`src/rtl/lpwr_pkg.sv`:
```
package lpwr_pkg;
  typedef enum logic [1:0] {
    ST_RUN  = 2'd0,
    ST_PEND = 2'd1,
    ST_LP   = 2'd2,
    ST_WAKE = 2'd3
  } lp_state_t;

  typedef enum logic [1:0] {
    MD_RUN  = 2'b00,
    MD_DOZE = 2'b01,
    MD_WAIT = 2'b10,
    MD_STOP = 2'b11
  } lp_mode_t;

  localparam int STOPEN_BIT = 7;
  localparam int THR_LSB    = 4;
endpackage

```
`src/rtl/lpwr_regs.sv`:
```
module lpwr_regs
  import lpwr_pkg::*;
#(
  parameter int DATA_W = 8,
  parameter int LVL_W  = 3
) (
  input  logic              clk,
  input  logic              rst,
  input  logic              reg_sel,
  input  logic              bus_wr,
  input  logic              bus_rd,
  input  logic              bus_super,
  input  logic [DATA_W-1:0] bus_wdata,
  output logic [DATA_W-1:0] bus_rdata,
  output logic              bus_done,
  output logic              bus_err,
  output logic              stop_en,
  output logic [LVL_W-1:0]  thresh,
  output lp_mode_t          mode
);
  localparam int THR_MSB = THR_LSB + LVL_W - 1;

  logic              access;
  logic [DATA_W-1:0] wctl_view;
  logic [DATA_W-1:0] mode_view;
  logic              unused_wbits;

  assign access       = bus_wr | bus_rd;
  assign unused_wbits = ^{bus_wdata[THR_LSB-1:0], bus_wdata[DATA_W-1:2]};

  always_comb begin
    wctl_view                   = '0;
    wctl_view[STOPEN_BIT]       = stop_en;
    wctl_view[THR_MSB:THR_LSB]  = thresh;
    mode_view                   = '0;
    mode_view[1:0]              = mode;
  end

  always_ff @(posedge clk) begin
    if (rst) begin
      stop_en   <= 1'b0;
      thresh    <= '0;
      mode      <= MD_RUN;
      bus_rdata <= '0;
      bus_done  <= 1'b0;
      bus_err   <= 1'b0;
    end else begin
      bus_done  <= access & bus_super;
      bus_err   <= access & ~bus_super;
      bus_rdata <= '0;
      if (access && bus_super) begin
        if (bus_wr) begin
          if (!reg_sel) begin
            stop_en <= bus_wdata[STOPEN_BIT];
            thresh  <= bus_wdata[THR_MSB:THR_LSB];
          end else begin
            mode    <= lp_mode_t'(bus_wdata[1:0]);
          end
        end
        if (bus_rd) bus_rdata <= reg_sel ? mode_view : wctl_view;
      end
    end
  end

  // user accesses leave the registers untouched
  a_r4_user_no_write: assert property (@(posedge clk) disable iff (rst)
    (bus_wr && !bus_super) |=> ($stable(thresh) && $stable(stop_en) && $stable(mode)));
  // a response is either done or error, never both
  a_r4_resp_exclusive: assert property (@(posedge clk) disable iff (rst)
    !(bus_done && bus_err));
  // refused reads return zero
  a_r4_err_zero_data: assert property (@(posedge clk) disable iff (rst)
    bus_err |-> (bus_rdata == '0));
endmodule

```
`src/rtl/lpwr_wake.sv`:
```
module lpwr_wake #(
  parameter int LVL_W = 3
) (
  input  logic [LVL_W-1:0] irq_level,
  input  logic [LVL_W-1:0] thresh,
  output logic             wake_req
);
  // strict compare: a zero level can never exceed any threshold
  assign wake_req = (irq_level > thresh);
endmodule

```
`src/rtl/lpwr_fsm.sv`:
```
module lpwr_fsm
  import lpwr_pkg::*;
#(
  parameter int              STATUS_W  = 4,
  parameter logic [STATUS_W-1:0] STOP_CODE = 4'hE
) (
  input  logic                clk,
  input  logic                rst,
  input  logic [STATUS_W-1:0] core_status,
  input  lp_mode_t            mode,
  input  logic                stop_en,
  input  logic                wake_req,
  output logic                core_clk_en,
  output logic                sys_clk_en,
  output logic                wake_ack
);
  lp_state_t state;
  lp_mode_t  lat_mode;
  logic      stop_seen;
  logic      entry_ok;

  assign stop_seen = (core_status == STOP_CODE);
  assign entry_ok  = (mode == MD_DOZE) || (mode == MD_WAIT) ||
                     ((mode == MD_STOP) && stop_en);

  always_ff @(posedge clk) begin
    if (rst) begin
      state       <= ST_RUN;
      lat_mode    <= MD_RUN;
      core_clk_en <= 1'b1;
      sys_clk_en  <= 1'b1;
      wake_ack    <= 1'b0;
    end else begin
      case (state)
        ST_RUN: begin
          wake_ack <= 1'b0;
          if (stop_seen && entry_ok) begin
            state    <= ST_PEND;
            lat_mode <= mode;
          end
        end
        ST_PEND: begin
          state       <= ST_LP;
          core_clk_en <= 1'b0;
          sys_clk_en  <= (lat_mode != MD_STOP);
        end
        ST_LP: begin
          if (wake_req) begin
            state       <= ST_WAKE;
            core_clk_en <= 1'b1;
            sys_clk_en  <= 1'b1;
            wake_ack    <= 1'b1;
          end
        end
        default: begin
          state    <= ST_RUN;
          wake_ack <= 1'b0;
        end
      endcase
    end
  end

  // the core clock is only gated while sleeping
  a_r5_gate_only_lp: assert property (@(posedge clk) disable iff (rst)
    !core_clk_en |-> (state == ST_LP));
  // the system clock never stops while the core clock runs
  a_r6_sys_under_core: assert property (@(posedge clk) disable iff (rst)
    !sys_clk_en |-> !core_clk_en);
  // stop without its enable bit stays in run
  a_r7_stop_needs_en: assert property (@(posedge clk) disable iff (rst)
    (state == ST_RUN && stop_seen && mode == MD_STOP && !stop_en) |=> (state == ST_RUN));
  // the acknowledge lasts a single cycle
  a_r8_ack_single: assert property (@(posedge clk) disable iff (rst)
    wake_ack |=> !wake_ack);
  // no qualifying request keeps the clocks off
  a_r9_hold_asleep: assert property (@(posedge clk) disable iff (rst)
    (state == ST_LP && !wake_req) |=> !core_clk_en);
endmodule

```
`src/rtl/lpwr_ctrl.sv`:
```
module lpwr_ctrl
  import lpwr_pkg::*;
#(
  parameter int                  STATUS_W  = 4,
  parameter logic [STATUS_W-1:0] STOP_CODE = 4'hE,
  parameter int                  LVL_W     = 3
) (
  input  logic                clk,
  input  logic                rst,
  input  logic                reg_sel,
  input  logic                bus_wr,
  input  logic                bus_rd,
  input  logic                bus_super,
  input  logic [7:0]          bus_wdata,
  output logic [7:0]          bus_rdata,
  output logic                bus_done,
  output logic                bus_err,
  input  logic [STATUS_W-1:0] core_status,
  input  logic [LVL_W-1:0]    irq_level,
  output logic                core_clk_en,
  output logic                sys_clk_en,
  output logic                wake_ack
);
  localparam int DATA_W = 8;

  logic             stop_en;
  logic [LVL_W-1:0] thresh;
  lp_mode_t         mode;
  logic             wake_req;

  lpwr_regs #(.DATA_W(DATA_W), .LVL_W(LVL_W)) u_regs (
    .clk(clk), .rst(rst), .reg_sel(reg_sel), .bus_wr(bus_wr), .bus_rd(bus_rd),
    .bus_super(bus_super), .bus_wdata(bus_wdata), .bus_rdata(bus_rdata),
    .bus_done(bus_done), .bus_err(bus_err), .stop_en(stop_en),
    .thresh(thresh), .mode(mode)
  );

  lpwr_wake #(.LVL_W(LVL_W)) u_wake (
    .irq_level(irq_level), .thresh(thresh), .wake_req(wake_req)
  );

  lpwr_fsm #(.STATUS_W(STATUS_W), .STOP_CODE(STOP_CODE)) u_fsm (
    .clk(clk), .rst(rst), .core_status(core_status), .mode(mode),
    .stop_en(stop_en), .wake_req(wake_req), .core_clk_en(core_clk_en),
    .sys_clk_en(sys_clk_en), .wake_ack(wake_ack)
  );
endmodule

```
`config.mk`:
```
export PLATFORM = sky130hd
export DESIGN_NAME = lpwr_ctrl
export DESIGN_NICKNAME = d
export VERILOG_FILES = /design/src/rtl/lpwr_pkg.sv /design/src/rtl/lpwr_regs.sv /design/src/rtl/lpwr_wake.sv /design/src/rtl/lpwr_fsm.sv /design/src/rtl/lpwr_ctrl.sv
export SDC_FILE = /design/constraint.sdc
export NUM_CORES = 1
export LEC_CHECK = 0
export ABC_AREA = 1
export ABC_CLOCK_PERIOD_IN_PS = 4000
export BUFFER_PORTS_ARGS = -buffer_cell sky130_fd_sc_hd__buf_2
export CAP_MARGIN = 5
export CELL_PAD_IN_SITES_DETAIL_PLACEMENT = 0
export CELL_PAD_IN_SITES_GLOBAL_PLACEMENT = 1
export CORE_MARGIN = 8
export CORE_UTILIZATION = 36
export DETAILED_ROUTE_END_ITERATION = 10
export GPL_ROUTABILITY_DRIVEN = 0
export PLACE_DENSITY = 0.85
export SETUP_SLACK_MARGIN = 0.05
export SLEW_MARGIN = 5
export SYNTH_ARGS = -nofsm -noshare
export SYNTH_HDL_FRONTEND = slang
export SYNTH_SLANG_ARGS = --single-unit
```
`constraint.sdc`:
```
create_clock -name clk -period 4 [get_ports clk]
set_clock_uncertainty 0.2 [all_clocks]
set_input_delay 0.2 -clock clk [delete_from_list [all_inputs] [get_ports clk]]
set_output_delay 0.2 -clock clk [all_outputs]
set_load 0.02 [all_outputs]
```
Word-level counts from Yosys, hierarchy flattened

Cells that the tools add are included.
W data, S select, Z words.

Word-level logic and storage cells: 54
Output and inout port bits: 13
Register bits after elaboration: 23
Input bits: 21

Multiplexer cells: 7
Reduce and logical (&&, ||, !) cells: 16
Order comparisons: 1
Equality and inequality tests: 9
Bitwise logic cells: 8

Operators by type and width:

| cell                 | count |
|---|---|
| $reduce_and A2 Y1    | 4 |
| $reduce_or A4 Y1     | 2 |
| $eq A2 B2 Y1 const B | 3 |
| $pmux W1 S2          | 3 |
| $pmux W2 S3          | 1 |
| $reduce_and A3 Y1    | 2 |
| $not A1 Y1           | 5 |
| $eq A2 B1 Y1 const B | 2 |
| $eq A4 B4 Y1 const B | 1 |
| $mux W2              | 2 |
| $ne A2 B1 Y1 const B | 2 |
| $gt A3 B3 Y1         | 1 |
| $logic_and A1 B1 Y1  | 3 |
| $reduce_or A3 Y1     | 1 |
| $and A1 B1 Y1        | 2 |
| $logic_not A2 Y1     | 1 |
| $logic_or A1 B1 Y1   | 2 |
| $ne A2 B2 Y1 const B | 1 |
| $reduce_bool A2 Y1   | 1 |
| $mux W1              | 1 |
| $or A1 B1 Y1         | 1 |

Logic depth before layout (Yosys ltp)

Depth after elaboration: 6
Depth in mapped cells: 10
Gate-level depth less buffers: 10

Cells and area by module

From an unflattened synthesis, not the netlist that was laid out.

Cell total of the unflattened synthesis: 132
Area, all modules: 965.9 um2

Modules (own cells, without submodules):

| module    | instances | seq. area each (um2) | area each (um2) | cells an instance |
|---|---|---|---|---|
| lpwr_regs | 1         | 280.3                | 498.0           | 63 |
| lpwr_fsm  | 1         | 140.1                | 385.4           | 54 |
| lpwr_wake | 1         | 0.0                  | 82.6            | 15 |

Worst setup path after synthesis

OpenSTA, ideal clock, no wires.

Kind: reg-to-reg
From: register u_regs.thresh[2]
To: register u_fsm.sys_clk_en
Data arrival time: 1123 ps
Slack: 2554 ps
Clock period less this slack: 1446 ps
Library setup time: 123 ps
Stages on the path, launching flop included: 9
Buffers on the path: 0
Required time: 3677 ps
Cell sequence: dfxtp_1 -> inv_1 -> ha_1 -> a21oi_1 -> nand2_1 -> nand3_1 -> nand2_1 -> o21ai_1 -> nand3_1

Cells in the longest elaborated chain, start to end: 3

RTL lines:

| what                        | line            | source |
|---|---|---|
| start, declared             | lpwr_regs.sv:18 | `output logic [LVL_W-1:0] thresh,` |
| start signal, assigned      | lpwr_regs.sv:55 | `thresh <= bus_wdata[THR_MSB:THR_LSB];` |
| $gt A3 B3 Y1                | lpwr_wake.sv:9  | `assign wake_req = (irq_level > thresh);` |
| $ne A2 B1 Y1 (no line)      | --              |  |
| $reduce_and A2 Y1 (no line) | --              |  |
| end signal, assigned        | lpwr_fsm.sv:45  | `sys_clk_en <= (lat_mode != MD_STOP);` |
| end, declared               | lpwr_fsm.sv:14  | `output logic sys_clk_en,` |

Every way passes these cells.
A chain may end at the register's enable or synchronous reset.

Worst setup path after layout

From: input rst
To: register u_regs.bus_rdata[1]

Cells in the longest elaborated chain, start to end: 1

RTL lines:

| what                       | line            | source |
|---|---|---|
| start, declared            | lpwr_ctrl.sv:9  | `input logic rst,` |
| $reduce_or A4 Y1 (no line) | --              |  |
| end signal, assigned       | lpwr_regs.sv:60 | `if (bus_rd) bus_rdata <= reg_sel ? mode_view : wctl_view;` |
| end, declared              | lpwr_regs.sv:14 | `output logic [DATA_W-1:0] bus_rdata,` |

Every way passes these cells.

==> Implementation_results.wiki <==
{| class="wikitable"
! Metric !! Value
|-
| Number of standard cells in the layout, taps in and fillers out || roughly 190
|-
| DRC || 0
|-
| Status || completed
|-
| Fraction of layout instances using a drive strength above 1 || 0.239
|-
| Share of the synthesized netlist area taken by xor and xnor gates || 0
|-
| Mean post-synth cell area || approximately 8 um^2
|-
| Number of flip-flops and latches in the synthesized netlist || 21
|-
| Share of the cycle needed by the critical path after routing || 0.523
|-
| Clock-pin slew on the worst setup and hold paths || approximately 0.11 ns
|-
| Most instantiated flip-flop cell in the synthesis netlist || dfxtp_1
|-
| Top cells by area, synth || dfxtp_1, ha_1, inv_1
|-
| Cell accounting for the most synthesized area || dfxtp_1
|-
| Power Density || around 430 nW/um^2
|-
| Part of the power in the clock network || 0.187
|-
| Leading cell type by number of instances after synthesis || dfxtp_1
|-
| Fraction of the mapped netlist area in compound gates || 0.114
|-
| Worst Path Arrival || around 2.1 ns
|-
| Type of the tightest min-delay check || input port to flop
|-
| Cell internal pwr || roughly 350 uW
|-
| Cell at the root of the clock tree || clkbuf_4
|-
| Antenna violations before repair || 0
|-
| Final Hold Vio Count || 0
|-
| Main combinational cell family by area after synthesis || simple AND/OR/NAND/NOR gates
|-
| Via count || roughly 860
|-
| Number of flops mapped to enable cells by yosys || 0
|-
| First-pass GRT wire length || 3.32 mm
|-
| Count of final max-slew check failures || 0
|-
| Number of hold-repair buffers added at the cts stage || 14
|-
| Clock sinks || 21
|-
| Initial cell density of the core || 0.374
|-
| Post-synthesis mux area share || 0
|-
| Total global routing overflow || 0
|-
| Nets || 188
|-
| Data required time at the worst endpoint || 4.05 ns
|-
| Share of the synthesized area in the top cell type || 0.458
|-
| Antenna violation net count after detailed routing || 0
|-
| Via density per instance || 4.57
|-
| Detailed Place HPWL || about 1.5 mm
|-
| Async set or reset register ratio after synthesis || 0
|-
| Type of element capturing the critical path || flop
|-
| Sum of routed wire length over all layers || around 2 mm
|-
| Wire length per cell after detailed routing || between 10 and 15 um
|-
| Number of filler instances in the final layout || 226
|-
| Worst Path Max Fanout || 11
|-
| Die outline height || ~67 um
|-
| Leakage component of the power || between 0.5 and 0.6 nW
|-
| Worst setup margin || 1.91 ns
|-
| Unrepaired setup endpoints after global routing || false
|-
| Pin count of the biggest net entering global routing || 13
|-
| Proportion of total power due to net switching || 0.352
|-
| Area share of fa/ha/maj cells after synthesis || 0.0954
|-
| Die Footprint || around 4400 um^2
|-
| Diodes inserted || 0
|-
| Rows || 18
|-
| CTS Buffer Depth || 2
|-
| Clock tree from TritonCTS || built
|-
| Unique cell type count in the Yosys netlist || 18
|-
| First-iteration detailed-routing DRC count || 30
|-
| Simple logic cell fraction of the synthesized area || 0.234
|-
| Quantity of I/O buffers inserted on ports || 29
|-
| Die Width || approximately 67 um
|-
| Number of warnings printed during yosys synthesis || 0
|-
| Maximum Capacitance Violations || 0
|-
| Synthesized instance count || between 100 and 150
|-
| Resized Gates After CTS || 0
|-
| Via count of the first global-routing pass || just under 800
|-
| Crit path launch type || input port
|-
| Total instance count after detailed placement || ~170
|-
| Number of endpoints failing setup at the final stage || 0
|-
| Part of the total power dissipated in sequential elements || 0.456
|-
| Maximum vdd ir drop || between 0.0003 and 0.0004 V
|-
| Pre-Repair DR Iteration Count || 4
|-
| Proportion of synthesized chip area in sequential cells || 0.458
|-
| Total global-route track usage || 0.0970
|-
| Combinational share of power || 0.357
|-
| Insertion delay to the later sink of the worst-skew pair || ~0.30 ns
|-
| Placeable core region || 2450 um^2
|-
| Post-Route Setup TNS || 0 ns
|-
| Area growth syn-to-layout || 36.1%
|-
| Area of the mapped netlist || 918 um^2
|-
| Share of the core filled with cells || 0.509
|-
| Switching pwr || between 150 and 200 uW
|-
| Final Critical Period || ~2.1 ns
|-
| Max Clk Rate || 478 MHz
|-
| Boundary Pins || 34
|-
| Most frequent cells after synthesis || dfxtp_1, inv_1, nand2_1
|-
| Type of the worst setup path || input port to flop
|-
| Deepest level of the CTS H-tree || 1
|-
| Number of buffers added by the clock tree synthesis step || 3
|-
| Pre-CTS WS || roughly 2.4 ns
|-
| Buffers inserted during post-CTS setup optimization || 0
|}
==> logic make-up (layout without fill, tap and decap cells) <==
family | Yosys count | after routing
flip-flops | 21 | 21
buffers and inverters | 20 | 64
adder cells (fa/ha/maj) | 7 | 7
AND/OR/NAND/NOR | 44 | 44
AO/OA/AOI/OAI | 21 | 21
other | 1 | 2
==> area by class of cell <==
type | instances | area, um^2 | share of cell area
flip-flops and latches | 21 | 420 | 0.336
multi-input cells | 74 | 415 | 0.332
repair buffers | 43 | 285 | 0.228
inverters | 17 | 63.8 | 0.0511
well taps | 30 | 37.5 | 0.0300
clock buffers | 3 | 22.5 | 0.0180
clock inverters | 1 | 5.00 | 0.00400
==> per-stage QoR <==
stage / total power, mW / instance area [um^2] / hold slack, ns
after floorplan: 0.395 / 922 / 0.0691
after global placement: 0.433 / 1080 / 0.216
after CTS: 0.549 / 1250 / 0.0286
after detailed placement: 0.438 / 1080 / 0.221
final: 0.542 / 1250 / 0.0446
after global routing: 0.592 / 1250 / 0.0294
==> path summary, 6_finish.rpt <==
| kind | to | slack, ns | start | cells after the start |
|---|---|---|---|---|
| hold reg to reg | u_regs.bus_rdata[7] | 0.27 | u_regs.stop_en | 2 |
| hold / removal | u_regs.bus_done | 0.04 | bus_wr | 3 |
| setup / recovery | u_regs.bus_rdata[1] | 1.91 | rst | 8 |
| setup reg to reg | u_fsm.lat_mode[0] | 2.13 | u_regs.mode[0] | 7 |
==> cell usage in the layout (no fill, tap or decap) <==
cell and n:
nor2_1 10, a21oi_1 12, dlygate4sd3_1 14, nor2_2 1, buf_2 29, o21ai_1 1, clkbuf_4 3, nand2_2 1
nor3_1 1, o21ai_0 8, ha_1 7, nand3_1 11, inv_1 17, nand3_2 2, nand4_1 3, conb_1 2
dfxtp_1 21, nand2_1 13, nor3_2 1, nand3b_1 1, clkinv_2 1
==> routing by layer <==
metal,GRT usage,vias to the layer above,share of wire
li1,-,459,-
met2,0.154,19,0.47
met5,0,-,0
met3,0.0319,5,0.049
met1,0.108,381,0.45
met4,0.0640,0,0.025
==> power groups by stage <==
stage	Sequential (mW)	Combinational, mW	Clock [mW]
global route	0.251	0.221	0.120
CTS	0.248	0.195	0.106
finish	0.247	0.193	0.101
global placement	0.252	0.182	0
floorplan	0.266	0.129	0
detailed placement	0.253	0.185	0
==> state kept, by name (all words and copies together) (netlist names) <==
name / count
u_regs.bus_rdata: 6
u_regs.thresh: 3
u_fsm.lat_mode: 2
u_fsm.state: 2
u_regs.mode: 2
u_fsm.core_clk_en: 1
u_fsm.sys_clk_en: 1
u_fsm.wake_ack: 1
u_regs.bus_done: 1
u_regs.bus_err: 1
u_regs.stop_en: 1
==> critical path, cell delays in order <==
cell and delay [ns]:
dlygate4sd3_1 0.53, buf_2 0.15, inv_1 0.25, nand2_1 0.10, nor2_2 0.14, nand3_1 0.09
dlygate4sd3_1 0.58, nor2_1 0.09
(Power assumes the default switching activity.)
